<file path="src/rtl/spi_window_reader.sv">
module spi_window_reader #(
  parameter int FLASH_AW = 25,
  parameter int WIN_AW   = 24
) (
  input  logic              clk,
  input  logic              rst_n,
  input  logic              req_valid,
  output logic              req_ready,
  input  logic [WIN_AW-1:0] req_offset,
  input  logic              cfg_addr32,
  input  logic [7:0]        cfg_page,
  output logic              rsp_valid,
  output logic [63:0]       rsp_data,
  output logic              spi_cs_n,
  output logic              spi_sck,
  output logic              spi_mosi,
  input  logic              spi_miso
);
  localparam logic [32:0] WIN_BASE = (33'd1 << FLASH_AW) - (33'd1 << WIN_AW);
  localparam int HDR_W = 40;

  typedef enum logic [1:0] {S_IDLE, S_SEND, S_RECV} state_t;

  state_t            st_q;
  logic [HDR_W-1:0]  tx_q;
  logic [63:0]       rx_q;
  logic [5:0]        cnt_q;
  logic              ph_q;
  logic              a32_q;

  logic [31:0] flash_addr, paged_addr;
  logic [HDR_W-1:0] hdr;
  logic [63:0] rx_next, rx_swapped;
  logic last_tx;

  assign flash_addr = WIN_BASE[31:0]
                    + {{(32-WIN_AW){1'b0}}, req_offset[WIN_AW-1:3], 3'b000};
  assign paged_addr = flash_addr ^ {cfg_page, 24'h0};
  assign hdr = cfg_addr32 ? {8'h13, paged_addr}
                          : {8'h03, paged_addr[23:0], 8'h00};
  assign last_tx = (cnt_q == (a32_q ? 6'd39 : 6'd31));
  assign rx_next = {rx_q[62:0], spi_miso};

  for (genvar k = 0; k < 8; k++) begin : g_swap
    assign rx_swapped[8*k +: 8] = rx_next[8*(7-k) +: 8];
  end

  assign req_ready = (st_q == S_IDLE);
  assign spi_sck   = ph_q;
  assign spi_mosi  = tx_q[HDR_W-1];

  always_ff @(posedge clk or negedge rst_n) begin
    if (!rst_n) begin
      st_q      <= S_IDLE;
      tx_q      <= '0;
      rx_q      <= '0;
      cnt_q     <= '0;
      ph_q      <= 1'b0;
      a32_q     <= 1'b0;
      spi_cs_n  <= 1'b1;
      rsp_valid <= 1'b0;
      rsp_data  <= '0;
    end else begin
      rsp_valid <= 1'b0;
      case (st_q)
        S_IDLE: begin
          if (req_valid) begin
            tx_q     <= hdr;
            a32_q    <= cfg_addr32;
            cnt_q    <= '0;
            ph_q     <= 1'b0;
            spi_cs_n <= 1'b0;
            st_q     <= S_SEND;
          end
        end
        S_SEND: begin
          ph_q <= ~ph_q;
          if (ph_q) begin
            tx_q  <= {tx_q[HDR_W-2:0], 1'b0};
            cnt_q <= cnt_q + 6'd1;
            if (last_tx) begin
              cnt_q <= '0;
              st_q  <= S_RECV;
            end
          end
        end
        S_RECV: begin
          ph_q <= ~ph_q;
          if (ph_q) begin
            rx_q  <= rx_next;
            cnt_q <= cnt_q + 6'd1;
            if (cnt_q == 6'd63) begin
              rsp_valid <= 1'b1;
              rsp_data  <= rx_swapped;
              spi_cs_n  <= 1'b1;
              st_q      <= S_IDLE;
            end
          end
        end
        default: st_q <= S_IDLE;
      endcase
    end
  end
endmodule


</file>
<file path="config.mk">
export PLATFORM = sky130hd
export DESIGN_NAME = spi_window_reader
export DESIGN_NICKNAME = d
export VERILOG_FILES = /design/src/rtl/spi_window_reader.sv
export SDC_FILE = /design/constraint.sdc
export NUM_CORES = 1
export LEC_CHECK = 0
export ABC_CLOCK_PERIOD_IN_PS = 4700
export CAP_MARGIN = 20
export CELL_PAD_IN_SITES_DETAIL_PLACEMENT = 0
export CELL_PAD_IN_SITES_GLOBAL_PLACEMENT = 2
export CORE_UTILIZATION = 41
export CTS_CLUSTER_DIAMETER = 200
export DETAILED_ROUTE_END_ITERATION = 10
export GPL_TIMING_DRIVEN = 0
export PLACE_DENSITY = 0.9
export SLEW_MARGIN = 25
export SYNTH_ARGS = -nofsm -noshare
export SYNTH_HDL_FRONTEND = slang
export SYNTH_SLANG_ARGS = --single-unit
</file>
<file path="constraint.sdc">
create_clock -name clk -period 4.7 [get_ports clk]
set_clock_uncertainty 0.2 [all_clocks]
set_input_delay 0.94 -clock clk [delete_from_list [all_inputs] [get_ports clk]]
set_output_delay 0.94 -clock clk [all_outputs]
set_load 0.005 [all_outputs]
</file>
==> results of run 1 <==
[cell type report]
type                    instances  share of cell area
flip-flops and latches        176               0.467
multi-input cells             330               0.300
repair buffers                103               0.114
clock buffers                  20              0.0484
well taps                     229              0.0304
plain buffers                  34              0.0261
clock inverters                12              0.0109
inverters                       8             0.00319
[cells by family (layout without fill, tap and decap cells)]
kind of cell,after synthesis,after routing,synth area share
flops,176,176,0.587
mux,149,149,0.245
compound gates,89,89,0.0700
buf+inv,42,177,0.0368
fa+ha+maj,5,5,0.00833
simple gates,87,87,0.0538
[sequential cells by signal (all words and copies together), names as in the netlist]
name,flops
tx_q,37
rsp_data,64
a32_q,1
rx_q,63
cnt_q,6
st_q,2
spi_cs_n,1
spi_sck,1
rsp_valid,1
[layer usage]
| metal | global-route usage | part of all wire |
|---|---|---|
| met1 | 0.227 | 0.47 |
| met2 | 0.268 | 0.48 |
| met3 | 0.0394 | 0.039 |
| met4 | 0.0641 | 0.013 |
| met5 | 0 | 0 |
[Yosys cell counts, drive strengths merged (2+ instances only)]
| library cell | number |
|---|---|
| a21oi | 25 |
| a22o | 6 |
| a22oi | 9 |
| a31oi | 3 |
| and3 | 2 |
| and4bb | 2 |
| buf | 23 |
| clkbuf | 11 |
| dfrtp | 175 |
| ha | 5 |
| inv | 8 |
| mux2 | 129 |
| mux2i | 20 |
| nand2 | 40 |
| nand2b | 6 |
| nand3 | 5 |
| nor2 | 24 |
| nor3 | 2 |
| o2111ai | 2 |
| o21ai | 36 |
| o22ai | 2 |
[power breakdown]
group	internal (uW)	total [uW]	switching, uW
combinational	284	752	468
clock	716	1330	612
sequential	1670	1760	86.9
[how the worst max path moves through the flow]
stage	start	endpoint	slack, ns	cells past startpoint
3_5_place_dp	req_valid	tx_q[17]	1.86	7
3_3_place_gp	rst_n	tx_q[17]	-4.33	1
2_1_floorplan	req_valid	cnt_q[5]	2.52	5
4_1_cts	st_q[0]	req_ready	1.74	3
6_report	st_q[0]	req_ready	1.76	3
5_1_grt	st_q[0]	req_ready	1.64	3
[stage by stage]
stage	utilization	TNS [ns]
floorplan	-	0
global placement	0.490	-756.75
detailed placement	0.494	0
CTS	0.525	0
global route	0.525	0
finish	0.525	0
==> impl_metrics.yaml, run 1 <==
outcome:
  status: "complete, no violations"
critical_path:
  cp_top_family: "buffers and inverters"
  critPathMaxFanout: 7
  r2r_cells: 7
  r2r_end: "rsp_data[48]"
  critical_path_class: "register to output pin"
  path_cells: "inv_1 -> ha_1 -> clkdlybuf4s50_1"
  rr_startpoint: "st_q[0]"
  arrival_ns: 1.80
  critPathBufInv: 2
  cp-start-kind: "register"
  cp-end-kind: "output pin"
  ff2ff_setup_slack_ns: 2.37
  slowest_delay_ns: 0.56
  slowest_stage: "clkdlybuf4s50_1"
  required_ns: 3.56
timing:
  grt_setup_unrepaired: "false"
  layout_setup_ws_ns: 1.76
  worst_pin_slew_ns: 0.518
  timing.hold.ws_ns: 0.142
  finalCriticalPeriod_ns: 2.94
  fmax_mhz: 340
  drv_slew: 0
  slew_headroom: 0.654
  min_period_over_period: 0.627
  hold_viol: 0
  finalSetupViolations: 0
clock_network:
  cts.repair.resized: 0
  path_clk_slew_ns: 0.07
  htreeDepth: 4
  clock-sinks: 176
  hold_buffers: 0
  root_buffer: "clkbuf_16"
  cts_buffers: 17
  tritoncts: "done"
  post-cts-setup-buffer-count: 0
  clock_path_buffers: 2
  clk_latency_ns: 0.44
floorplan:
  die_x_um: 137
  io_pins: 106
  die-area_mm2: 0.0189
  num_rows: 49
  start_util: 0.418
  die_y_um: 137
  core_mm2: 0.0180
detailed_routing:
  ant_nets: 0
  drt_wl_total_um: 14600
  wire_per_inst_um: 16.0
  drtPass1Iterations: 4
  vias: 4642
  drt-initial-drc-count: 203
  viasPerCell: 5.09
  drc: 0
layout:
  drive_gt1_frac: 0.280
  finalNetCount: 712
  multiInputGateArea_mm2: 0.00283
  final_area_mm2: 0.00943
  final_common_cell: "dfrtp_1"
  nFillCells: 1516
  area_growth_pct: 25.5
  regArea_mm2: 0.00441
  most-common-layout-cells: "175 x dfrtp_1, 100 x clkdlybuf4s50_1, 80 x mux2_2"
  layout.cells.non_filler: 912
  diodes: 0
yosys:
  synthArstFlopShare: 1.00
  ys_warn_count: 0
  synth_cell_types: 40
  synth-seq-cells: 176
  synthCells: 548
  synth_top_area_cell: "dfrtp_1"
  synth-edff-count: 0
  synthTopCellsByArea: "dfrtp_1 58%, mux2_2 12%, mux2_4 9.8%"
  ys.flop_type: "dfrtp_1"
  syn_area_mm2: 0.00751
  syn_area_per_cell_um2: 13.7
  yosysSeqAreaShare: 0.587
  synth_top_cell_area_share: 0.583
  synth_nets: 590
power_and_ir_drop:
  ir_worst_vdd_v: 0.000280
  total_power_uw: 3840
  power_leakage_uw: 0.00440
  power_density_mw_per_mm2: 407
placement:
  gp_congestion: 0.785
  portBuffers: 101
  dpl.hpwl_um: 10400
  dpl-instance-area_mm2: 0.00887
  pre_cts_slack_ns: 1.86
  post-place-cells: 880
global_routing:
  grt_overflow: 0
  grt_pass1_wl_um: 24200
  grt_usage: 0.170
  first_global_vias: 4705
  antenna_found_initial: 0
  grt_max_degree: 84
worst_hold_path:
  hold_path_class: "input port to async pin"
run:
  maxCapViolCount: 0
Power figures use the tool's default switching activity.
==> run 2: changes to the inputs <==
ABC_CLOCK_PERIOD_IN_PS = 2350   (was 4700)
CORE_UTILIZATION = 34   (was 41)
PLACE_DENSITY = 0.8   (was 0.9)
clock period = 2.35 ns   (was 4.7 ns; I/O delays follow)
==> impl_metrics.yaml, run 2 (same netlist as run 1, synthesis figures left out) <==
outcome:
  status: "complete, no violations"
layout:
  top_register: "rsp_data"
  largest_reg_flops: 64
  finalNetCount: 717
  final_common_cell: "dfrtp_1"
  area_growth_pct: 27.6
  drive_gt1_frac: 0.294
  reg_top3: "rsp_data (64), rx_q (63), tx_q (37)"
  diodes: 0
  most-common-layout-cells: "175 x dfrtp_1, 100 x clkdlybuf4s50_1, 80 x mux2_2"
  nFillCells: 2013
  final_util: 0.440
floorplan:
  start_util: 0.345
  die_y_um: 151
  die_x_um: 151
  io_pins: 106
  core_mm2: 0.0218
  num_rows: 54
  die-area_mm2: 0.0227
detailed_routing:
  drt-initial-drc-count: 172
  wire_per_inst_um: 15.1
  ant_nets: 0
  vias: 4589
  drtPass1Iterations: 4
  viasPerCell: 4.74
  drt_wl_total_um: 14600
  drc: 0
critical_path:
  critical_path_class: "register to output pin"
  arrival_ns: 1.63
  cp-end-kind: "output pin"
  cp-start-kind: "register"
  required_ns: 1.68
  critPathMaxFanout: 5
  ff2ff_setup_slack_ns: 0.18
timing:
  timing.hold.ws_ns: 0.267
  drv_slew: 0
  grt_setup_unrepaired: "false"
  hold_viol: 0
  finalSetupViolations: 0
  fmax_mhz: 435
  min_period_over_period: 0.977
  setup-tns-final_ns: 0
  finalCriticalPeriod_ns: 2.30
  worst_pin_slew_ns: 0.503
  layout_setup_ws_ns: 0.0529
  slew_headroom: 0.662
global_routing:
  grt_max_degree: 80
  grt_pass1_wl_um: 24300
  grt_usage: 0.138
  antenna_found_initial: 0
  grt_overflow: 0
  first_global_vias: 4685
placement:
  pre_cts_slack_ns: -0.0579
  gp_congestion: 0.769
  portBuffers: 101
  dpl.hpwl_um: 10700
power_and_ir_drop:
  power_density_mw_per_mm2: 819
  power_leakage_uw: 0.00446
  ir_worst_vdd_v: 0.000421
clock_network:
  clock-sinks: 176
  root_buffer: "clkbuf_16"
  tritoncts: "done"
  htreeDepth: 4
  clk_latency_ns: 0.42
  path_clk_slew_ns: 0.08
  cts_buffers: 17
  clock_path_buffers: 2
run:
  maxCapViolCount: 0
worst_hold_path:
  hold_path_class: "input port to async pin"
run 2: where the power goes:
group          internal [uW]  leakage [uW]  switching (uW)  total [uW]
clock                   1430      0.000283            1320        2750
sequential              3340       0.00240             172        3510
combinational            623       0.00177             968        1590
run 2: worst paths after layout:
kind | start | to | depth (start not counted)
worst min-delay path | rst_n | rsp_data[30] | 2
worst max register to register | st_q[0] | rsp_data[56] | 7
min in group clk | tx_q[31] | tx_q[31] | 2
max in group asynchronous | rst_n | cnt_q[4] | 4
worst max-delay path | st_q[0] | req_ready | 3
worst min register to register | tx_q[31] | tx_q[31] | 2
run 2: worst max-delay path: stages (launching register included):
cell             delay, ns
dfrtp_1               0.42
inv_2                 0.10
ha_4                  0.17
clkdlybuf4s50_1       0.51
run 2: repair_timing:
action                                  4_1_cts  5_1_grt
resized for setup                             5        3
cloned                                        0        0
endpoints found under the setup margin       50       17
hold buffers                                  1        0
pin swaps                                     0        1
buffers inserted                              0        4
endpoints found under the hold margin        25        0
run 2: metal layers:
| layer | wire length [um] | global-route usage |
|---|---|---|
| met3 | 578 | 0.0348 |
| met2 | 7010 | 0.225 |
| met1 | 6910 | 0.180 |
| met5 | 0 | 0 |
| met4 | 150 | 0.0405 |
run 2: layout make-up:
class | instances | area, um^2 | area share
multi-input combinational | 330 | 2840 | 0.297
sequential | 176 | 4410 | 0.460
buffer | 34 | 249 | 0.0260
clock inverter | 15 | 166 | 0.0174
inverter | 8 | 30.0 | 0.00313
tap | 280 | 350 | 0.0366
clock buffer | 17 | 425 | 0.0444
timing repair buffer | 108 | 1110 | 0.116
run 2: per-stage QoR:
stage / area, um^2 / total power, uW / cells
3_3_place_gp: 8870 / 5020 / 929
4_1_cts: 9550 / 7910 / 964
2_1_floorplan: 7510 / 4550 / 548
5_1_grt: 9580 / 8340 / 968
3_5_place_dp: 8930 / 5100 / 931
6_report: 9580 / 7840 / 968
